## src/rtl/card_reply_pkg.sv

```systemverilog
package card_reply_pkg;

   typedef enum logic [1:0] {
      RS_IDLE = 2'd0,
      RS_WAIT = 2'd1,
      RS_SEND = 2'd2
   } reply_state_e;

   function automatic int unsigned max_of(input int unsigned a, input int unsigned b);
      return (a > b) ? a : b;
   endfunction

endpackage

```

## src/rtl/reply_match.sv

```systemverilog
module reply_match #(
   parameter int unsigned NUM_ENTRIES = 4,
   parameter int unsigned CNT_W       = 5,
   parameter int unsigned DATA_W      = 16,
   parameter logic [NUM_ENTRIES*CNT_W-1:0]  Q_CNT_TBL  = '0,
   parameter logic [NUM_ENTRIES*DATA_W-1:0] Q_DATA_TBL = '0,
   parameter logic [NUM_ENTRIES*CNT_W-1:0]  R_CNT_TBL  = '0,
   parameter logic [NUM_ENTRIES*DATA_W-1:0] R_DATA_TBL = '0
) (
   input  logic [CNT_W-1:0]  frame_cnt,
   input  logic [DATA_W-1:0] frame_data,
   output logic              hit,
   output logic [CNT_W-1:0]  rsp_cnt,
   output logic [DATA_W-1:0] rsp_data
);

   logic [NUM_ENTRIES-1:0] hit_vec;
   logic [CNT_W-1:0]       rc_arr [NUM_ENTRIES];
   logic [DATA_W-1:0]      rd_arr [NUM_ENTRIES];

   // one comparator per table entry; a zero query count disables the entry
   generate
      for (genvar gi = 0; gi < NUM_ENTRIES; gi++) begin : g_entry
         localparam logic [CNT_W-1:0]  QC = Q_CNT_TBL[gi*CNT_W +: CNT_W];
         localparam logic [DATA_W-1:0] QD = Q_DATA_TBL[gi*DATA_W +: DATA_W];
         if (QC == '0) begin : g_off
            assign hit_vec[gi] = 1'b0;
         end else begin : g_on
            assign hit_vec[gi] = (frame_cnt == QC) && (frame_data == QD);
         end
         assign rc_arr[gi] = R_CNT_TBL[gi*CNT_W +: CNT_W];
         assign rd_arr[gi] = R_DATA_TBL[gi*DATA_W +: DATA_W];
      end
   endgenerate

   // lowest index wins: scan from the top so lower entries overwrite
   always_comb begin
      rsp_cnt  = '0;
      rsp_data = '0;
      for (int i = NUM_ENTRIES - 1; i >= 0; i--) begin
         if (hit_vec[i]) begin
            rsp_cnt  = rc_arr[i];
            rsp_data = rd_arr[i];
         end
      end
   end

   assign hit = |hit_vec;

endmodule

```

## src/rtl/reply_pacer.sv

```systemverilog
module reply_pacer
   import card_reply_pkg::*;
#(
   parameter int unsigned TURN_TICKS = 490,
   parameter int unsigned BIT_TICKS  = 150
) (
   input  logic         clk,
   input  logic         rst_n,
   input  logic         tick_en,
   input  logic         start,
   input  logic         last_bit,
   output reply_state_e state,
   output logic         bit_end,
   output logic         busy,
   output logic         done
);

   localparam int unsigned TMAX  = max_of(TURN_TICKS, BIT_TICKS);
   localparam int unsigned CTR_W = $clog2(TMAX + 1);
   localparam logic [CTR_W-1:0] TURN_LAST = CTR_W'(TURN_TICKS - 1);
   localparam logic [CTR_W-1:0] BIT_LAST  = CTR_W'(BIT_TICKS - 1);

   reply_state_e     state_q;
   logic [CTR_W-1:0] tick_cnt_q;
   logic             done_q;

   assign bit_end = (state_q == RS_SEND) && tick_en && (tick_cnt_q == BIT_LAST);

   always_ff @(posedge clk or negedge rst_n) begin
      if (!rst_n) begin
         state_q    <= RS_IDLE;
         tick_cnt_q <= '0;
         done_q     <= 1'b0;
      end else begin
         done_q <= 1'b0;
         unique case (state_q)
            RS_IDLE: begin
               if (start) begin
                  state_q    <= RS_WAIT;
                  tick_cnt_q <= '0;
               end
            end
            RS_WAIT: begin
               if (tick_en) begin
                  if (tick_cnt_q == TURN_LAST) begin
                     state_q    <= RS_SEND;
                     tick_cnt_q <= '0;
                  end else begin
                     tick_cnt_q <= tick_cnt_q + 1'b1;
                  end
               end
            end
            RS_SEND: begin
               if (tick_en) begin
                  if (tick_cnt_q == BIT_LAST) begin
                     tick_cnt_q <= '0;
                     if (last_bit) begin
                        state_q <= RS_IDLE;
                        done_q  <= 1'b1;
                     end
                  end else begin
                     tick_cnt_q <= tick_cnt_q + 1'b1;
                  end
               end
            end
            default: begin
               state_q    <= RS_IDLE;
               tick_cnt_q <= '0;
            end
         endcase
      end
   end

   assign state = state_q;
   assign busy  = (state_q != RS_IDLE);
   assign done  = done_q;


   done_single_chk: assert property (@(posedge clk) disable iff (!rst_n)
      done |=> !done);


   hold_no_tick_chk: assert property (@(posedge clk) disable iff (!rst_n)
      (busy && !tick_en && !done) |=> $stable(tick_cnt_q) && $stable(state_q));

endmodule

```

## src/rtl/reply_shifter.sv

```systemverilog
module reply_shifter
   import card_reply_pkg::*;
#(
   parameter int unsigned CNT_W  = 5,
   parameter int unsigned DATA_W = 16
) (
   input  logic              clk,
   input  logic              rst_n,
   input  logic              load,
   input  logic [CNT_W-1:0]  rsp_cnt,
   input  logic [DATA_W-1:0] rsp_data,
   input  reply_state_e      state,
   input  logic              bit_end,
   output logic              last_bit,
   output logic              tx_bit
);

   logic [DATA_W-1:0] sreg_q;
   logic [CNT_W-1:0]  left_q;

   assign last_bit = (left_q == CNT_W'(1));

   always_ff @(posedge clk or negedge rst_n) begin
      if (!rst_n) begin
         sreg_q <= '0;
         left_q <= '0;
      end else if (load) begin
         sreg_q <= rsp_data;
         left_q <= rsp_cnt;
      end else if (bit_end && !last_bit) begin
         sreg_q <= sreg_q >> 1;
         left_q <= left_q - 1'b1;
      end
   end

   assign tx_bit = (state == RS_SEND) ? sreg_q[0] : 1'b0;


   wait_low_chk: assert property (@(posedge clk) disable iff (!rst_n)
      (state != RS_SEND) |-> !tx_bit);


   bit_hold_chk: assert property (@(posedge clk) disable iff (!rst_n)
      (state == RS_SEND && !bit_end) |=> $stable(tx_bit));

endmodule

```

## src/rtl/card_reply_tx.sv

```systemverilog
module card_reply_tx
   import card_reply_pkg::*;
#(
   parameter int unsigned NUM_ENTRIES = 4,
   parameter int unsigned CNT_W       = 5,
   parameter int unsigned DATA_W      = 16,
   parameter int unsigned TURN_TICKS  = 490,
   parameter int unsigned BIT_TICKS   = 150,
   parameter logic [NUM_ENTRIES*CNT_W-1:0]  Q_CNT_TBL  = {{(NUM_ENTRIES-1)*CNT_W{1'b0}}, CNT_W'(7)},
   parameter logic [NUM_ENTRIES*DATA_W-1:0] Q_DATA_TBL = {{(NUM_ENTRIES-1)*DATA_W{1'b0}}, DATA_W'(8'h55)},
   parameter logic [NUM_ENTRIES*CNT_W-1:0]  R_CNT_TBL  = {{(NUM_ENTRIES-1)*CNT_W{1'b0}}, CNT_W'(6)},
   parameter logic [NUM_ENTRIES*DATA_W-1:0] R_DATA_TBL = {{(NUM_ENTRIES-1)*DATA_W{1'b0}}, DATA_W'(8'h3B)}
) (
   input  logic              clk,
   input  logic              rst_n,
   input  logic              tick_en,
   input  logic              frame_valid,
   input  logic [CNT_W-1:0]  frame_cnt,
   input  logic [DATA_W-1:0] frame_data,
   output logic              tx_out,
   output logic              busy,
   output logic              done
);

   // elaboration-time parameter checks
   generate
      if (NUM_ENTRIES < 1)                  begin : g_bad_n    $error("NUM_ENTRIES must be at least 1"); end
      if (DATA_W < 1)                       begin : g_bad_w    $error("DATA_W must be at least 1"); end
      if (CNT_W < $clog2(DATA_W + 1))       begin : g_bad_cw   $error("CNT_W too narrow for DATA_W"); end
      if (TURN_TICKS < 1 || BIT_TICKS < 1)  begin : g_bad_t    $error("tick counts must be at least 1"); end
      for (genvar gk = 0; gk < NUM_ENTRIES; gk++) begin : g_tbl_chk
         if (Q_CNT_TBL[gk*CNT_W +: CNT_W] != '0 &&
             (R_CNT_TBL[gk*CNT_W +: CNT_W] == '0 ||
              R_CNT_TBL[gk*CNT_W +: CNT_W] > CNT_W'(DATA_W))) begin : g_bad_r
            $error("enabled entry needs a reply length of 1..DATA_W");
         end
         if (Q_CNT_TBL[gk*CNT_W +: CNT_W] > CNT_W'(DATA_W)) begin : g_bad_q
            $error("query length exceeds DATA_W");
         end
      end
   endgenerate

   logic              hit;
   logic [CNT_W-1:0]  rsp_cnt;
   logic [DATA_W-1:0] rsp_data;
   logic              start;
   logic              last_bit;
   logic              bit_end;
   reply_state_e      state;

   reply_match #(
      .NUM_ENTRIES (NUM_ENTRIES),
      .CNT_W       (CNT_W),
      .DATA_W      (DATA_W),
      .Q_CNT_TBL   (Q_CNT_TBL),
      .Q_DATA_TBL  (Q_DATA_TBL),
      .R_CNT_TBL   (R_CNT_TBL),
      .R_DATA_TBL  (R_DATA_TBL)
   ) match_i (
      .frame_cnt  (frame_cnt),
      .frame_data (frame_data),
      .hit        (hit),
      .rsp_cnt    (rsp_cnt),
      .rsp_data   (rsp_data)
   );

   // strobes are taken only when idle
   assign start = frame_valid && hit && (state == RS_IDLE);

   reply_pacer #(
      .TURN_TICKS (TURN_TICKS),
      .BIT_TICKS  (BIT_TICKS)
   ) pacer_i (
      .clk      (clk),
      .rst_n    (rst_n),
      .tick_en  (tick_en),
      .start    (start),
      .last_bit (last_bit),
      .state    (state),
      .bit_end  (bit_end),
      .busy     (busy),
      .done     (done)
   );

   reply_shifter #(
      .CNT_W  (CNT_W),
      .DATA_W (DATA_W)
   ) shifter_i (
      .clk      (clk),
      .rst_n    (rst_n),
      .load     (start),
      .rsp_cnt  (rsp_cnt),
      .rsp_data (rsp_data),
      .state    (state),
      .bit_end  (bit_end),
      .last_bit (last_bit),
      .tx_bit   (tx_out)
   );


   idle_line_low_chk: assert property (@(posedge clk) disable iff (!rst_n)
      !busy |-> !tx_out);


   done_after_busy_chk: assert property (@(posedge clk) disable iff (!rst_n)
      done |-> ($past(busy) && !busy));


   busy_no_restart_chk: assert property (@(posedge clk) disable iff (!rst_n)
      (busy && frame_valid && !bit_end) |=> busy);

endmodule

```

## config.mk

```make
export PLATFORM = sky130hd
export DESIGN_NAME = card_reply_tx
export DESIGN_NICKNAME = d
export VERILOG_FILES = /design/src/rtl/card_reply_pkg.sv /design/src/rtl/reply_match.sv /design/src/rtl/reply_pacer.sv /design/src/rtl/reply_shifter.sv /design/src/rtl/card_reply_tx.sv
export SDC_FILE = /design/constraint.sdc
export NUM_CORES = 1
export LEC_CHECK = 0
export BUFFER_PORTS_ARGS = -buffer_cell sky130_fd_sc_hd__buf_2
export CELL_PAD_IN_SITES_DETAIL_PLACEMENT = 0
export CELL_PAD_IN_SITES_GLOBAL_PLACEMENT = 1
export CORE_ASPECT_RATIO = 1.4
export CORE_UTILIZATION = 48
export CTS_CLUSTER_SIZE = 28
export DETAILED_ROUTE_END_ITERATION = 6
export GPL_ROUTABILITY_DRIVEN = 1
export PLACE_DENSITY_LB_ADDON = 0.1
export SYNTH_ARGS = -nofsm -noshare
export SYNTH_HDL_FRONTEND = slang
export SYNTH_HIERARCHICAL = 1
export SYNTH_SLANG_ARGS = --single-unit
```

## constraint.sdc

```tcl
create_clock -name clk -period 5.9 [get_ports clk]
set_clock_uncertainty 0.15 [all_clocks]
set_input_delay 0.295 -clock clk [delete_from_list [all_inputs] [get_ports clk]]
set_output_delay 0.295 -clock clk [all_outputs]
set_load 0.05 [all_outputs]
```

### Yosys cells after proc, flatten, opt, wreduce, memory -nomap -nowiden

Cells that the tools add are included.

* flip-flop bits (word level): 33
* input port bits: 25

* add/subtract/negate cells: 2
* muxes and demuxes: 24
* reductions and logical operators: 12
* equal/unequal tests: 13

Operators by type and width (number)
* 9-bit two-way mux: 5
* 16-bit two-way mux: 2
* 9-bit one-hot mux with 3 select lines: 1
* 16-bit by 7-bit == test with 1-bit output (second input constant): 1
* 2-bit two-way mux: 6
* 5-bit two-way mux: 2
* 9-bit by 1-bit adder with 9-bit output (second input constant): 1
* 9-bit by 8-bit == test with 1-bit output (second input constant): 1
* 9-bit == test (second input constant): 1
* 1-bit logical AND: 6
* 6-bit two-way mux: 1
* 2-bit by 1-bit inequality test with 1-bit output (second input constant): 3
* 2-bit inequality test (second input constant): 3
* 2-bit one-hot mux with 3 select lines: 1
* 6-bit AND reduction: 1
* 5-bit by 1-bit == test with 1-bit output (second input constant): 1
* 5-bit by 3-bit == test with 1-bit output (second input constant): 1
* 1-bit two-way mux: 5
* 5-bit by 1-bit subtractor with 5-bit output (second input constant): 1
* 2-bit nonzero test: 2
* 3-bit two-way mux: 1
* 3-bit AND reduction: 1
* 2-bit by 1-bit == test with 1-bit output (second input constant): 1
* 2-bit == test (second input constant): 1
* other kinds (2): 2

### Logic depth before layout (Yosys ltp)

* word-level depth: 6
* mapped depth: 11
* depth with buffers taken out: 8

### By module

The synthesis kept the hierarchy.

Modules (own cells, without submodules)
* reply_shifter: seq. area each 525.5 sq um, area each 1164.9 sq um, cells each 127, times used 1
* reply_pacer: seq. area each 300.3 sq um, area each 825.8 sq um, cells each 87, times used 1
* reply_match: seq. area each 0.0 sq um, area each 229.0 sq um, cells each 31, times used 1
* card_reply_tx: seq. area each 0.0 sq um, area each 12.5 sq um, cells each 1, times used 1

### Worst setup path after synthesis

Ideal clock, no wire load.

* path kind: reg-to-reg
* start point: register shifter_i.left_q[1]
* end point: register pacer_i.state_q[0] (netlist: pacer_i/state[0])
* cell stages (with the launch flop): 12
* period minus slack after synthesis: 2.424 ns
* library setup time: 0.125 ns
* data arrival time: 2.149 ns
* setup slack: 3.476 ns
* required time: 5.625 ns
* path through: dfrtp_1 > inv_1 > ha_1 > or4b_1 > buf_6 > inv_6 > buf_12 > buf_12 > inv_1 > o31ai_4 > nand3_2 > mux2_4

* longest elaborated chain between the ends: 3

Ends and longest elaborated chain
* start, declared: RTL line reply_shifter.sv:19 `logic [CNT_W-1:0] left_q;`
* start signal, assigned: RTL line reply_shifter.sv:29 `left_q <= rsp_cnt;`
* start signal, assigned: RTL line reply_shifter.sv:32 `left_q <= left_q - 1'b1;`
* 5-bit by 1-bit == test with 1-bit output: RTL line reply_shifter.sv:21 `assign last_bit = (left_q == CNT_W'(1));`
* net last_bit: RTL line card_reply_tx.sv:47 `logic last_bit;`
* 2-bit by 1-bit inequality test with 1-bit output (no line)
* 6-bit AND reduction (no line)
* end signal, assigned: RTL line reply_pacer.sv:46 `state_q <= RS_SEND;`
* end signal, assigned: RTL line reply_pacer.sv:58 `state_q <= RS_IDLE;`
* end signal, assigned: RTL line reply_pacer.sv:67 `state_q <= RS_IDLE;`
* end, declared: RTL line reply_pacer.sv:23 `reply_state_e state_q;`

The timed path passes the listed nets, and every way through them passes these cells.
A chain may end at the register's enable or synchronous reset.

### Final worst setup path

* start point: input frame_cnt[4]
* end point: register pacer_i.tick_cnt_q[3]

* longest elaborated chain between the ends: 6

Ends and longest elaborated chain
* start, declared: RTL line card_reply_tx.sv:18 `input logic [CNT_W-1:0] frame_cnt,`
* 5-bit by 3-bit == test with 1-bit output: RTL line reply_match.sv:29 `assign hit_vec[gi] = (frame_cnt == QC) && (frame_data == QD);`
* 1-bit logical AND: RTL line reply_match.sv:29
* net hit: RTL line card_reply_tx.sv:43 `logic hit;`
* 1-bit logical AND (2 in a row): RTL line card_reply_tx.sv:68 `assign start = frame_valid && hit && (state == RS_IDLE);`
* net start: RTL line card_reply_tx.sv:46 `logic start;`
* 2-bit by 1-bit inequality test with 1-bit output (no line)
* 3-bit AND reduction (no line)
* end signal, assigned: RTL line reply_pacer.sv:49 `tick_cnt_q <= tick_cnt_q + 1'b1;`
* end signal, assigned: RTL line reply_pacer.sv:62 `tick_cnt_q <= tick_cnt_q + 1'b1;`
* end, declared: RTL line reply_pacer.sv:24 `logic [CTR_W-1:0] tick_cnt_q;`

The timed path passes the listed nets, and every way through them passes these cells.

==> flow_summary_export.csv <==
group,metric,value,unit
worst_setup_path,reg2reg_slack,2.99,ns
synth,synth_edf_count,0,
floorplanning,chipHeight,82.69,um
floorplanning,die_w,59.64,um
floorplanning,rows,29,
min_path,hold_path_depth,3,
min_path,hold_end,"pacer_i/done$_DFF_PN0_",
synth,async_reset_ff_share,100.0,%
min_path,hold_path_class,"primary input to flip-flop",
routing,routed_via_density,5.417,
layout,area_growth,6.783,%
sta,setup_slack,2.822,ns
routing,avgRoutedWirePerCell,14.49,um
power_and_ir_drop,swShare,31.03,%
sta,tightest_slew,0.7716,ns
synth,synth_top_area_cell,"dfrtp_1",
routing,wl,4.696,mm
grt,gr-usage-all-layers,21.19,%
placement,dp_hpwl,3.148,mm
clocking,cts-root-buf,"clkbuf_8",
worst_setup_path,r2r-end,"pacer_i/state[0]$_DFFE_PN0P_",
sta,slew_headroom,48.56,%
worst_setup_path,slowest_delay,0.82,ns
worst_setup_path,cp.arrival,3.14,ns
clocking,cts_resized,0,
power_and_ir_drop,seq_power_share,40.7,%
floorplanning,die-area,4931,sq um
power_and_ir_drop,peakVddDrop,0.1697,mV
routing,drc,0,
synth,synth_top_area_share,37.00,%
clocking,cts_sinks,33,
synth,synth.most_common_cell,"dfrtp_1",
worst_setup_path,cp_slowest_cell,"and4bb_2",
worst_setup_path,worstSetupStartpointType,"primary input",
synth,synth_cells,246,
flow_run,cap_violations,0,
grt,grt_max_degree,44,
sta,fmax,324.9,MHz
floorplanning,start_util,49.61,%
floorplanning,ios,28,
synth,synth-seq-area-share,37.00,%
power_and_ir_drop,clock_power_share,34.7,%
sta,post-route-period-util,52.17,%
synth,netlist_area,2232,sq um
clocking,cts_buffer_depth,2,
placement,gp_congestion,0.7896,
layout,layout.nets,294,
grt,antenna_found_initial,0,
sta,rsz0062_at_grt,"false",
worst_setup_path,crit_chain,"buf_2 > nor4b_2 > nand3_1 > nor3_2 > and4bb_2 > or2b_1 > nand2_1 > a2111oi_0 > a221o_1",
synth,synthTopCellsByCount,"dfrtp_1, a21oi_1, buf_4",
power_and_ir_drop,p_leak,1.072,nW
synth,ys_seq_elements,33,
clocking,clock_latency,0.28,ns
power_and_ir_drop,power_switching,0.1954,mW
floorplanning,coreArea,4499,sq um
clocking,path_clk_slew,0.06,ns
clocking,cts_tree,"done",
power_and_ir_drop,pwr-share-comb,24.6,%
placement,port_buffers,27,
grt,grt_pass1_vias,1642,
worst_setup_path,r2r_cells,8,
sta,period_needed,3.078,ns
routing,antenna_left,0,
worst_setup_path,required,5.96,ns
worst_setup_path,path_max_fanout,43,
sta,hold_viol_final,0,
sta,finalSetupTns,0,ns
routing,dr.pass1.iters,4,
synth,synth.area.top_cells,"dfrtp_1, buf_4, a21oi_1",
worst_setup_path,r2r_start,"shifter_i/left_q[1]$_DFFE_PN0P_",
min_path,hp-start,"tick_en",
synth,syn_area_per_cell,9.074,sq um
synth,synthFlopType,"dfrtp_1",
worst_setup_path,cp-end-kind,"flip-flop",
synth,yosysUniqueCellTypes,46,
clocking,cts-buffers-inserted,5,
run_status,status,"finished, final reports clean",
worst_setup_path,criticalPathCategory,"primary input to flip-flop",
grt,grt.overflow.total,0,
sta,drv_slew,0,
sta,setup_viol,0,
power_and_ir_drop,p_per_area,264.2,nW/um^2
grt,grt_first_pass_wirelength,7.679,mm
clocking,h-tree-depth,2,
synth,yosysWarnings,6,
placement,pre_cts_ws,2.537,ns
layout,drive_gt1_share,19.47,%
layout,diodes,0,
routing,drtIter0Drc,100,
routing,num_vias,1755,
power_and_ir_drop,cell_internal_pwr,0.4343,mW
-- layer usage --
metal,vias to the layer above,GRT usage (%),wire (um)
met5,-,0,0
met4,0,11.40,98
met3,8,4.673,103
met2,20,35.96,2422
met1,837,24.58,2072
li1,890,-,-
-- registers in the layout, indices dropped and copies added, names as in the netlist --
| name | cells |
|---|---|
| shifter_i/left_q | 5 |
| pacer_i/tick_cnt_q | 9 |
| shifter_i/sreg_q | 16 |
| pacer_i/done | 1 |
| pacer_i/state | 2 |
-- critical path: cells and delay by family --
family,cells,cell delay [ns]
AND/OR/NAND/NOR,6,2.05
AO/OA/AOI/OAI,2,0.70
buffers and inverters,1,0.10
-- what timing repair did --
item / CTS / global route
hold buffers: 1 / 0
buffers inserted: 0 / 0
endpoints found under the hold margin: 33 / 0
-- cells in the final DEF, fill, tap and decap left out, types with 2 or more instances in the layout --
cell	n
a2111oi_0	3
and2_1	2
conb_1	14
o211a_1	2
or4b_1	2
a221o_1	3
nor3_2	3
nor4_1	2
nand4_1	3
nand2_1	12
o211ai_2	2
nor2_1	10
o21ai_1	9
inv_1	9
ha_1	8
a31oi_1	16
a21oi_1	26
o21ai_0	13
nor3_1	6
and4bb_2	3
nand3_1	4
or3_1	2
clkbuf_8	6
dfrtp_1	33
nor2b_1	18
and3_1	4
buf_2	27
-- cell families after synthesis --
| logic type | Yosys count | share of synthesized area [%] |
|---|---|---|
| compound gates | 79 | 22.25 |
| simple gates | 79 | 21.92 |
| buf+inv | 44 | 13.06 |
| flops | 33 | 37.00 |
| fa+ha+maj | 8 | 4.484 |
| mux | 2 | 1.121 |
| other cells | 1 | 0.1680 |
-- per-stage QoR --
step / power [mW] / instance area, sq um / utilization, % / cells / hold WS, ns
final: 0.6297 / 2384 / 52.98 / 324 / 0.1835
after global routing: 0.6699 / 2384 / 52.98 / 324 / 0.1893
after CTS: 0.6393 / 2384 / 52.98 / 324 / 0.1622
after detailed placement: 0.4163 / 2257 / 50.17 / 315 / 0.2650
after global placement: 0.4177 / 2257 / 50.17 / 315 / 0.2723
after floorplan: 0.3785 / 2281 / - / 259 / -0.1506
-- worst max-delay path by stage --
stage	startpoint	end	slack (ns)
after floorplan	shifter_i/left_q[1]$_DFFE_PN0P_	pacer_i/state[0]$_DFFE_PN0P_	3.48
after global placement	frame_cnt[4]	pacer_i/tick_cnt_q[4]$_DFFE_PN0P_	2.72
after detailed placement	frame_cnt[4]	pacer_i/tick_cnt_q[3]$_DFFE_PN0P_	2.54
after CTS	frame_cnt[4]	pacer_i/tick_cnt_q[3]$_DFFE_PN0P_	2.84
after global routing	frame_cnt[4]	pacer_i/tick_cnt_q[3]$_DFFE_PN0P_	2.52
final	frame_cnt[4]	pacer_i/tick_cnt_q[3]$_DFFE_PN0P_	2.82
-- layout make-up --
class | instances | area (sq um)
fillers | 459 | 2116
multi-input cells | 182 | 1169
flip-flops and latches | 33 | 825.8
repair buffers | 29 | 152.6
clock buffers | 7 | 86.33
well taps | 62 | 77.57
inverters | 10 | 42.54
clock inverters | 1 | 30.03
-- power by group through the flow --
stage,logic [mW],clock network (mW),registers [mW]
5_1_grt,0.174,0.236,0.259
2_1_floorplan,0.123,0,0.255
6_report,0.155,0.219,0.256
3_3_place_gp,0.157,0,0.261
3_5_place_dp,0.156,0,0.260
4_1_cts,0.157,0.226,0.256
Note: power is estimated with default switching activity, not from simulation.
